### config.mk
export PLATFORM = sky130hd
export DESIGN_NAME = can_fault_conf
export DESIGN_NICKNAME = d
export VERILOG_FILES = /design/src/rtl/can_fc_pkg.sv /design/src/rtl/can_fc_tec.sv /design/src/rtl/can_fc_rec.sv /design/src/rtl/can_fc_status.sv /design/src/rtl/can_fault_conf.sv
export SDC_FILE = /design/constraint.sdc
export NUM_CORES = 1
export LEC_CHECK = 0
export ABC_AREA = 1
export BUFFER_PORTS_ARGS = -buffer_cell sky130_fd_sc_hd__buf_2
export CORE_MARGIN = 5
export CORE_UTILIZATION = 57
export CTS_CLUSTER_DIAMETER = 80
export DETAILED_ROUTE_END_ITERATION = 10
export PLACE_DENSITY = 0.77
export SYNTH_ARGS = -nofsm -noshare
export SYNTH_HDL_FRONTEND = slang
export SYNTH_SLANG_ARGS = --single-unit
### constraint.sdc
create_clock -name clk -period 4.9 [get_ports clk]
set_input_delay 0 -clock clk [delete_from_list [all_inputs] [get_ports clk]]
set_output_delay 0 -clock clk [all_outputs]
set_load 0.01 [all_outputs]
### src/rtl/can_fc_pkg.sv
package can_fc_pkg;

   typedef enum logic [1:0] {
      FC_ACTIVE  = 2'd0,
      FC_PASSIVE = 2'd1,
      FC_BUSOFF  = 2'd2
   } fc_state_e;

endpackage

### src/rtl/can_fc_tec.sv
module can_fc_tec #(
   parameter int unsigned CNT_W     = 8,
   parameter int unsigned ERR_INC   = 8,
   parameter int unsigned RECOV_CNT = 128
) (
   input  logic             clk,
   input  logic             rst_n,
   input  logic             freeze_i,
   input  logic             tx_err_i,
   input  logic             arb_stuff_err_i,
   input  logic             flag_bit_err_i,
   input  logic             dom_excess_i,
   input  logic             tx_ok_i,
   input  logic             recover_req_i,
   input  logic             bus_free_i,
   output logic [CNT_W-1:0] tec_q_o,
   output logic [CNT_W-1:0] tec_d_o,
   output logic             busoff_q_o,
   output logic             busoff_d_o,
   output logic             done_o
);

   localparam int unsigned SUM_W = CNT_W + 3;
   localparam logic [SUM_W-1:0] INC_S   = SUM_W'(ERR_INC);
   localparam logic [SUM_W-1:0] MAX_S   = SUM_W'((2 ** CNT_W) - 1);
   localparam logic [CNT_W-1:0] RECOV_V = CNT_W'(RECOV_CNT);
   localparam logic [CNT_W-1:0] ONE_V   = CNT_W'(1);

   logic             recov_q, recov_d;
   logic [SUM_W-1:0] inc, sum;

   always_comb begin
      tec_d_o    = tec_q_o;
      busoff_d_o = busoff_q_o;
      recov_d    = recov_q;
      done_o     = 1'b0;
      inc        = '0;
      sum        = '0;
      if (!freeze_i) begin
         if (!busoff_q_o) begin
            inc = ((tx_err_i && !arb_stuff_err_i) ? INC_S : '0)
                + (flag_bit_err_i ? INC_S : '0)
                + (dom_excess_i   ? INC_S : '0);
            sum = {{(SUM_W-CNT_W){1'b0}}, tec_q_o} + inc;
            if (tx_ok_i && (sum != '0)) sum = sum - SUM_W'(1);
            if (sum > MAX_S) begin
               busoff_d_o = 1'b1;
               tec_d_o    = RECOV_V;
            end else begin
               tec_d_o = sum[CNT_W-1:0];
            end
         end else if (!recov_q) begin
            if (recover_req_i) recov_d = 1'b1;
         end else if (bus_free_i) begin
            if (tec_q_o <= ONE_V) begin
               tec_d_o    = '0;
               busoff_d_o = 1'b0;
               recov_d    = 1'b0;
               done_o     = 1'b1;
            end else begin
               tec_d_o = tec_q_o - ONE_V;
            end
         end
      end
   end

   always_ff @(posedge clk or negedge rst_n) begin
      if (!rst_n) begin
         tec_q_o    <= '0;
         busoff_q_o <= 1'b0;
         recov_q    <= 1'b0;
      end else begin
         tec_q_o    <= tec_d_o;
         busoff_q_o <= busoff_d_o;
         recov_q    <= recov_d;
      end
   end

endmodule

### src/rtl/can_fc_rec.sv
module can_fc_rec #(
   parameter int unsigned CNT_W = 8
) (
   input  logic             clk,
   input  logic             rst_n,
   input  logic             freeze_i,
   input  logic             clear_i,
   input  logic             rx_err_i,
   input  logic             rx_ok_i,
   output logic [CNT_W-1:0] rec_q_o,
   output logic [CNT_W-1:0] rec_d_o
);

   localparam logic [CNT_W-1:0] MAX_V = '1;
   localparam logic [CNT_W-1:0] ONE_V = CNT_W'(1);

   always_comb begin
      rec_d_o = rec_q_o;
      if (clear_i) begin
         rec_d_o = '0;
      end else if (!freeze_i) begin
         if (rx_err_i && !rx_ok_i && (rec_q_o != MAX_V))
            rec_d_o = rec_q_o + ONE_V;
         else if (rx_ok_i && !rx_err_i && (rec_q_o != '0))
            rec_d_o = rec_q_o - ONE_V;
      end
   end

   always_ff @(posedge clk or negedge rst_n) begin
      if (!rst_n) rec_q_o <= '0;
      else        rec_q_o <= rec_d_o;
   end

endmodule

### src/rtl/can_fc_status.sv
module can_fc_status
   import can_fc_pkg::*;
#(
   parameter int unsigned CNT_W       = 8,
   parameter int unsigned PASSIVE_LIM = 128,
   parameter int unsigned WARN_RESET  = 96,
   parameter bit          IRQ_REG     = 1'b1
) (
   input  logic             clk,
   input  logic             rst_n,
   input  logic             freeze_i,
   input  logic             lim_we_i,
   input  logic [CNT_W-1:0] lim_i,
   input  logic [CNT_W-1:0] tec_d_i,
   input  logic [CNT_W-1:0] rec_d_i,
   input  logic             busoff_q_i,
   input  logic             busoff_d_i,
   output fc_state_e        state_o,
   output logic             warn_o,
   output logic             state_irq_o,
   output logic             warn_irq_o
);

   localparam logic [CNT_W-1:0] PASS_V = CNT_W'(PASSIVE_LIM);
   localparam logic [CNT_W-1:0] WRST_V = CNT_W'(WARN_RESET);

   logic [CNT_W-1:0] lim_q;
   fc_state_e        state_d;
   logic             warn_d;

   always_comb begin
      if (busoff_d_i)                                  state_d = FC_BUSOFF;
      else if ((tec_d_i >= PASS_V) || (rec_d_i >= PASS_V)) state_d = FC_PASSIVE;
      else                                             state_d = FC_ACTIVE;

      if (freeze_i)        warn_d = warn_o;
      else if (busoff_d_i) warn_d = busoff_q_i ? warn_o : 1'b1;
      else                 warn_d = (tec_d_i >= lim_q) || (rec_d_i >= lim_q);
   end

   always_ff @(posedge clk or negedge rst_n) begin
      if (!rst_n) begin
         state_o <= FC_ACTIVE;
         warn_o  <= 1'b0;
         lim_q   <= WRST_V;
      end else begin
         state_o <= state_d;
         warn_o  <= warn_d;
         if (lim_we_i) lim_q <= lim_i;
      end
   end

   generate
      if (IRQ_REG) begin : g_irq_reg
         always_ff @(posedge clk or negedge rst_n) begin
            if (!rst_n) begin
               state_irq_o <= 1'b0;
               warn_irq_o  <= 1'b0;
            end else begin
               state_irq_o <= (state_d != state_o);
               warn_irq_o  <= (warn_d != warn_o);
            end
         end
      end else begin : g_irq_comb
         assign state_irq_o = (state_d != state_o);
         assign warn_irq_o  = (warn_d != warn_o);
      end
   endgenerate

endmodule

### src/rtl/can_fault_conf.sv
module can_fault_conf
   import can_fc_pkg::*;
#(
   parameter int unsigned CNT_W       = 8,
   parameter int unsigned ERR_INC     = 8,
   parameter int unsigned PASSIVE_LIM = 128,
   parameter int unsigned RECOV_CNT   = 128,
   parameter int unsigned WARN_RESET  = 96,
   parameter bit          IRQ_REG     = 1'b1
) (
   input  logic             clk,
   input  logic             rst_n,
   input  logic             reset_mode_i,
   input  logic             recover_req_i,
   input  logic             bus_free_i,
   input  logic             tx_err_i,
   input  logic             arb_stuff_err_i,
   input  logic             flag_bit_err_i,
   input  logic             dom_excess_i,
   input  logic             tx_ok_i,
   input  logic             rx_err_i,
   input  logic             rx_ok_i,
   input  logic             warn_lim_we_i,
   input  logic [CNT_W-1:0] warn_lim_i,
   output logic [CNT_W-1:0] tec_o,
   output logic [CNT_W-1:0] rec_o,
   output logic [1:0]       state_o,
   output logic             warn_o,
   output logic             busoff_o,
   output logic             state_irq_o,
   output logic             warn_irq_o
);

   localparam int unsigned CNT_MAX = (2 ** CNT_W) - 1;

   generate
      if (CNT_W < 4 || CNT_W > 16) begin : g_bad_width
         $error("CNT_W out of range");
      end
      if (RECOV_CNT < 1 || RECOV_CNT > CNT_MAX) begin : g_bad_recov
         $error("RECOV_CNT must fit the counter");
      end
      if (PASSIVE_LIM < 1 || PASSIVE_LIM > CNT_MAX) begin : g_bad_pass
         $error("PASSIVE_LIM must fit the counter");
      end
      if (WARN_RESET > CNT_MAX) begin : g_bad_warn
         $error("WARN_RESET must fit the counter");
      end
      if (ERR_INC < 1 || ERR_INC > CNT_MAX) begin : g_bad_inc
         $error("ERR_INC out of range");
      end
   endgenerate

   logic [CNT_W-1:0] tec_d, rec_d;
   logic             busoff_q, busoff_d, recov_done;
   fc_state_e        state_e;

   can_fc_tec #(
      .CNT_W    (CNT_W),
      .ERR_INC  (ERR_INC),
      .RECOV_CNT(RECOV_CNT)
   ) u_tec (
      .clk            (clk),
      .rst_n          (rst_n),
      .freeze_i       (reset_mode_i),
      .tx_err_i       (tx_err_i),
      .arb_stuff_err_i(arb_stuff_err_i),
      .flag_bit_err_i (flag_bit_err_i),
      .dom_excess_i   (dom_excess_i),
      .tx_ok_i        (tx_ok_i),
      .recover_req_i  (recover_req_i),
      .bus_free_i     (bus_free_i),
      .tec_q_o        (tec_o),
      .tec_d_o        (tec_d),
      .busoff_q_o     (busoff_q),
      .busoff_d_o     (busoff_d),
      .done_o         (recov_done)
   );

   can_fc_rec #(
      .CNT_W(CNT_W)
   ) u_rec (
      .clk     (clk),
      .rst_n   (rst_n),
      .freeze_i(reset_mode_i | busoff_q),
      .clear_i (recov_done),
      .rx_err_i(rx_err_i),
      .rx_ok_i (rx_ok_i),
      .rec_q_o (rec_o),
      .rec_d_o (rec_d)
   );

   can_fc_status #(
      .CNT_W      (CNT_W),
      .PASSIVE_LIM(PASSIVE_LIM),
      .WARN_RESET (WARN_RESET),
      .IRQ_REG    (IRQ_REG)
   ) u_status (
      .clk        (clk),
      .rst_n      (rst_n),
      .freeze_i   (reset_mode_i),
      .lim_we_i   (warn_lim_we_i),
      .lim_i      (warn_lim_i),
      .tec_d_i    (tec_d),
      .rec_d_i    (rec_d),
      .busoff_q_i (busoff_q),
      .busoff_d_i (busoff_d),
      .state_o    (state_e),
      .warn_o     (warn_o),
      .state_irq_o(state_irq_o),
      .warn_irq_o (warn_irq_o)
   );

   assign state_o  = state_e;
   assign busoff_o = busoff_q;

endmodule

==> results.md, run 1 <==
* Dpl hpwl at 4.90 mm
* Cell Area, Synth at between 2000 and 3000 µm²
* Slew margin rel. at between 50% and 60%
* Fin crit share at approximately four fifths
* Synthesized net count at 405
* Met1 usage at 30.2%
* Number of synthesized register bits at 30
* Most Crowded Layer GR: met2
* Num CTS Buffers at 5
* Count of yosys warnings during synthesis at 0
* Grt total ovfl at 0
* Total negative slack at 0 ns
* Initial Util at around three fifths
* Max Cap Violations at 0
* Critical path arrival at a little over 4 ns
* M3 GR Usage at 3.63%
* CP endpoint kind: flop
* Antenna cells at 0
* Vias in the first global route at 2349
* Crit path launch: u_tec.tec_q_o[4]
* Synth top area share at a little over a quarter
* First-pass GRT wire length at 10.9 mm
* Top-count cell post-synth: nand2_1
* Area leader, netlist: dfrtp_1
* Total wire length at slightly above 6 mm
* Pwr Density at 526 nW/µm²
* Reg2reg path depth at 22
* Synthesis-to-finish area growth at 16.4%
* Syn Area/Cell at about 7 µm²
* I/O pin total at 43
* Pins over their slew limit at 0
* Leak at approximately 1.6 nW
* Largest net degree at the start of global routing at 31
* Area contributors post-synth: dfrtp_1 27%, ha_1 12%, nand2_1 10%
* Routed length per instance at ~13 µm
* Layout cells sized above 1 at 19.5%
* Endpoints failing hold at 0
* Critical Path Sink: u_status.warn_irq_o
* # fillers at ~380
* Die area at 5950 µm²
* M2 GR Usage at 34.4%
* RD Place Congestion at roughly 0.99
* R2r endpoint: u_status.warn_irq_o
* Worst-skew pair later-pin latency at 0.29 ns
* Root Buffer: clkbuf_8
* Fin crit period at ~4.0 ns
* Footprint of the multi-input gates at ~1500 µm²
* TritonCTS clock tree: built
* Ys async rst share at 100%
* Register area at about 750 µm²
* Min-Delay Path Class: in -> reg
* R2R setup slack at 0.93 ns
* Global Route Usage Sum at around 22%
* CTS Buffer Depth at 2
* Post-route clock skew at roughly 0.0071 ns
* Die Ht at ~77 µm
* Via/cell ratio at roughly 5.4
* Reg-to-Reg Start: u_tec.tec_q_o[4]
* Startpoint Class: flop
* RSZ-0062 raised after global routing: false
* Worst VDD drop at 0.000344 V
* Pre-antenna DRT Iters at 4
* Core Box Area at 4350 µm²
* Die width at between 70 and 80 µm
* Post-synthesis cell count at about 360
* Ys flop type: dfrtp_1
* Number of gates resized after cts at 0
* Post-synth EDFFs at 0
* Post-synth top cells: 69 x nand2_1, 58 x inv_1, 34 x nor2_1
* CTS clk-pin slew, worst paths at 0.06 ns
* Final worst setup slack at about 0.93 ns
* ANT nets after route at 0
* Count of different cell masters after synthesis at 38
* Initial antenna violation count at 0
* Worst Path Max Fanout at 8
* Via count at approximately 2500
* Iter 0 DRT Violations at roughly 180
* Fmax achieved at 252 MHz
* Count of final setup violators at 0
* Crit Path Class: reg -> reg
* Post-route DRC at 0
* Total power draw at around 0.0016 W
* Setup WS pre-CTS at 0.910 ns
* IO Port Bufs at 42
* Clock Sinks at 30
* Layout net count at between 400 and 500
* H-tree Lvls at 2
* Row count at 24
* Status: finished, final reports clean
* Register area share after synthesis at 29.3%
* Worst-Margin Slew at 0.650 ns
* Critical path required time at approximately 5.1 ns
-- critical path, cell delays in order, from the launching register on --
cell and delay (ns):
dfrtp_1 0.47, ha_1 0.35, ha_1 0.24, fa_1 0.50
nor2_2 0.18, nand3_1 0.15, nor2_2 0.14, nand3_2 0.12
nand2_4 0.13, nor2_2 0.06, xor2_1 0.14, nor2_1 0.09
a21oi_1 0.05, a21oi_1 0.19, ha_1 0.28, a21oi_1 0.12
o21ai_0 0.10, nand2_1 0.08, o2111ai_1 0.09, nor2_1 0.14
nand3_2 0.11, nand2_2 0.08, mux2i_1 0.06
-- worst min path at each step --
stage / start / to / slack, ns / cells after the start
after floorplan: rst_n / u_rec.rec_q_o[0] / -0.30 / 0
after global placement: rst_n / u_status.lim_q[1] / 0.06 / 1
after detailed placement: rst_n / u_status.lim_q[1] / 0.06 / 1
after CTS: warn_lim_we_i / u_status.lim_q[5] / 0.04 / 3
after global routing: warn_lim_we_i / u_status.lim_q[6] / 0.07 / 3
final: warn_lim_we_i / u_status.lim_q[5] / 0.05 / 3
-- per-stage QoR --
stage                     cell area, µm²  instances  util (%)  hold slack (ns)
final                               2990        463      68.7           0.0454
after global routing                2990        463      68.7           0.0725
after CTS                           2990        463      68.7           0.0387
after detailed placement            2810        446      64.5           0.0641
after global placement              2810        446      64.5           0.0576
after floorplan                     2570        357         -           -0.296
-- state kept, by name (all words and copies together) (netlist names) --
signal / count
u_rec.rec_q_o: 8
u_status.lim_q: 8
u_status.state_irq_o: 1
u_status.state_o: 2
u_status.warn_irq_o: 1
u_status.warn_o: 1
u_tec.recov_q: 1
u_tec.tec_q_o: 8
-- final cells by class --
class / count / share of cell area, %
flip-flops and latches: 30 / 25.2
clock inverters: 2 / 0.418
repair buffers: 51 / 10.0
well taps: 52 / 2.17
clock buffers: 6 / 2.76
inverters: 61 / 7.74
multi-input cells: 261 / 51.7
-- where the power goes --
group          internal, W  leakage (nW)  total, W  switching, W
Sequential        0.000335         0.343  0.000453      0.000118
Combinational     0.000348          1.19  0.000914      0.000567
Clock             0.000113        0.0472  0.000207     0.0000939
-- per-layer routing --
metal | up-vias | routed length [µm] | share of wire [%]
li1 | 1269 | - | -
met1 | 1138 | 2890 | 47
met2 | 85 | 2830 | 46
met3 | 9 | 381 | 6.2
met4 | 0 | 93 | 1.5
met5 | - | 0 | 0
-- cell families after synthesis --
logic type                 share of synthesized area [%]
adders and majority gates                           13.7
and+or+nand+nor                                     30.2
DFF                                                 29.3
buffers and inverters                               10.5
muxes                                              0.828
xor gates and xnor gates                            2.73
AOI/OAI and AO/OA                                   12.7
-- cell usage in the layout, fill, tap and decap left out, types with 3 or more instances in the layout --
cell	n
nand3_2	4
o2111ai_1	3
a21oi_1	22
nor2_2	8
dfrtp_1	28
inv_1	58
nor3_1	4
dlygate4sd3_1	9
ha_1	25
nand2_2	5
nand2_1	69
nand3_1	28
nand4_1	5
xor2_1	8
clkbuf_8	6
nor2_1	34
o21ai_0	26
buf_2	42
-- what timing repair did --
action                    in CTS  in global routing
buffers inserted               0                  0
hold endpoints to repair      36                  0
hold buffers                   9                  0
No activity file was read; power rests on OpenSTA's default activity.
==> run 2, diff against run 1 <==
- clock period: 4.9 -> 4 ns (I/O delays scaled with it)
==> run 2 against run 1 <==
Clock power grew 6%. Clock skew fell by 0.0031 ns. Cell count is 0.86% higher. Critical endpoint unchanged. First-iteration DRC count grew 50%. Routed wire length grew 2.1%. Worst hold slack gained 0.0095 ns. Via count is 0.20% higher.
==> results.md, run 2 (synthesis results as in run 1) <==
* Fin crit period at 3.74 ns (was 3.97 ns)
* Layout cells sized above 1 at 22.4% (was 19.5%)
* Endpoints failing hold at 0 (unchanged)
* Largest regs: u_rec.rec_q_o (8), u_status.lim_q (8), u_tec.tec_q_o (8) (unchanged)
* I/O pin total at 43 (unchanged)
* TritonCTS clock tree: built (unchanged)
* Leak at 1.60 nW (was 1.59 nW)
* Total wire length at 6.32 mm (was 6.19 mm)
* CP max stage delay at 0.48 ns (was 0.50 ns)
* Via/cell ratio at 5.37 (was 5.40)
* CTS clk-pin slew, worst paths at 0.06 ns (about the same)
* CTS Buffer Depth at 2 (unchanged)
* Crit-path cells: ha_1 > ha_4 > fa_2 > nor2_2 > nand3_2 > nor2_4 > nand3_4 > nand2_4 > nor2_2 > xor2_1 > nor2_1 > a21oi_2 > a21oi_2 > ha_1 > a21oi_2 > o21ai_1 > nand2_1 > o2111ai_1 > nor2_1 > nand3_2 > nand2_2 > mux2i_1 (was ha_1 > ha_1 > fa_1 > nor2_2 > nand3_1 > nor2_2 > nand3_2 > nand2_4 > nor2_2 > xor2_1 > nor2_1 > a21oi_1 > a21oi_1 > ha_1 > a21oi_1 > o21ai_0 > nand2_1 > o2111ai_1 > nor2_1 > nand3_2 > nand2_2 > mux2i_1)
* Startpoint Class: flop (unchanged)
* RD Place Congestion at 0.974 (was 0.993)
* Slowest cell on crit path: fa_2 (was fa_1)
* Initial Util at 59.0% (unchanged)
* ANT nets after route at 0 (unchanged)
* Reg-to-Reg Start: u_tec.tec_q_o[4] (unchanged)
* Core Box Area at 4350 µm² (unchanged)
* Die area at 5950 µm² (unchanged)
* Routed length per instance at 13.5 µm (was 13.4 µm)
* Clock Sinks at 30 (unchanged)
* Antenna cells at 0 (unchanged)
* Dpl hpwl at 4.84 mm (was 4.90 mm)
* CP endpoint kind: flop (unchanged)
* Row count at 24 (unchanged)
* Iter 0 DRT Violations at 271 (was 181)
* Synthesis-to-finish area growth at 19.5% (was 16.4%)
* Die Ht at 77.1 µm (unchanged)
* Pre-antenna DRT Iters at 4 (unchanged)
* Crit Path Class: reg -> reg (unchanged)
* Worst VDD drop at 0.000385 V (was 0.000344 V)
* Via count at 2506 (was 2501)
* Setup WS pre-CTS at 0.0257 ns (was 0.910 ns)
* Vias in the first global route at 2308 (was 2349)
* Critical path required time at 4.16 ns (was 5.07 ns)
* Layout net count at 463 (was 458)
* Most common cell after layout, fill and taps aside: nand2_1 (unchanged)
* Post-route clock skew at 0.00396 ns (was 0.00706 ns)
* Critical path arrival at 3.91 ns (was 4.14 ns)
* Min-Delay Path Class: in -> reg (unchanged)
* Fin crit share at 93.6% (was 81.0%)
* Largest net degree at the start of global routing at 31 (unchanged)
* Worst-Margin Slew at 0.642 ns (was 0.650 ns)
* Post-route DRC at 0 (unchanged)
* R2R setup slack at 0.26 ns (was 0.93 ns)
* Fin util at 70.5% (was 68.7%)
* Fmax achieved at 267 MHz (was 252 MHz)
* H-tree Lvls at 2 (unchanged)
* Root Buffer: clkbuf_8 (unchanged)
* Status: finished, final reports clean (unchanged)
* Grt total ovfl at 0 (unchanged)
* R2r endpoint: u_status.warn_irq_o (unchanged)
* Crit path launch: u_tec.tec_q_o[4] (unchanged)
* Critical Path Sink: u_status.warn_irq_o (unchanged)
* Pwr Density at 648 nW/µm² (was 526 nW/µm²)
* Reg2reg path depth at 22 (unchanged)
* Num CTS Buffers at 5 (unchanged)
* Count of final setup violators at 0 (unchanged)
* Initial antenna violation count at 0 (unchanged)
* Max Cap Violations at 0 (unchanged)
* Pins over their slew limit at 0 (unchanged)
* Final worst setup slack at 0.258 ns (was 0.929 ns)
* Global Route Usage Sum at 21.7% (was 21.8%)
* First-pass GRT wire length at 10.7 mm (was 10.9 mm)
* Most frequent cells in the layout: 68 x nand2_1, 58 x inv_1, 42 x buf_2 (was 69 x nand2_1, 58 x inv_1, 42 x buf_2)
* Most used cell, CP: a21oi_2
* Worst-skew pair later-pin latency at 0.28 ns (was 0.29 ns)
* IO Port Bufs at 42 (unchanged)
* Hold_sp: warn_lim_we_i (unchanged)
* Worst Path Max Fanout at 7 (was 8)
* Slew margin rel. at 57.2% (was 56.6%)
* Die width at 77.1 µm (unchanged)
==> run 2: cell count changes in the layout (fill, tap and decap cells not counted), moves of 2 or more <==
cell,previous run,this run
a21oi_1,22,15
clkbuf_1,0,2
buf_4,0,5
a21oi_2,2,9
==> run 2: layout make-up <==
class	count	area (µm²)
repair buffers	56	338
well taps	52	65.1
multi-input cells	261	1610
fillers	383	1280
inverters	61	231
clock buffers	7	76.3
flip-flops and latches	30	753
==> run 2: layer usage <==
| metal | share of wire [%] | global-route usage, % |
|---|---|---|
| met5 | 0 | 0 |
| met4 | 1.5 | 7.39 |
| met3 | 5.9 | 3.98 |
| met2 | 47 | 33.6 |
| met1 | 45 | 30.2 |
==> run 2: metrics by stage <==
step | TNS (ns) | total power (W) | std cells | hold slack, ns | area, µm²
final | 0 | 0.00199 | 467 | 0.0549 | 3070
after detailed placement | 0 | 0.00166 | 447 | 0.0655 | 2810
after global placement | 0 | 0.00163 | 447 | 0.0628 | 2810
after CTS | 0 | 0.00190 | 463 | 0.0471 | 2980
after global routing | -0.0376 | 0.00220 | 467 | 0.0682 | 3070
after floorplan | 0 | 0.00133 | 357 | -0.296 | 2570
==> run 2: worst min-delay path by stage <==
stage | endpoint | slack [ns] | cells after the start
final | u_status.lim_q[5] | 0.05 | 3
after global routing | u_status.lim_q[5] | 0.07 | 3
after CTS | u_status.lim_q[5] | 0.05 | 3
after detailed placement | u_status.lim_q[1] | 0.07 | 1
after global placement | u_status.lim_q[1] | 0.06 | 1
after floorplan | u_rec.rec_q_o[0] | -0.30 | 0
==> run 2: report_power, final <==
part / leakage [nW] / internal (W) / switching [W]
clock network: 0.0383 / 0.000119 / 0.000100
registers: 0.343 / 0.000411 / 0.000138
logic: 1.22 / 0.000477 / 0.000746
==> run 2: timing repair <==
item | 4_1_cts | 5_1_grt
hold endpoints to repair | 36 | 0
setup buffers | 0 | 4
gates resized for setup | 0 | 15
hold buffers | 9 | 0
setup endpoints to repair | 0 | 2
==> run 2: critical path: cells and delay by family (launching register included) <==
family / cells / cell delay [ns]
AO/OA/AOI/OAI: 5 / 0.48
flip-flops: 1 / 0.39
adder cells (fa/ha/maj): 4 / 1.28
XOR/XNOR: 1 / 0.14
AND/OR/NAND/NOR: 11 / 1.26
multiplexers: 1 / 0.06
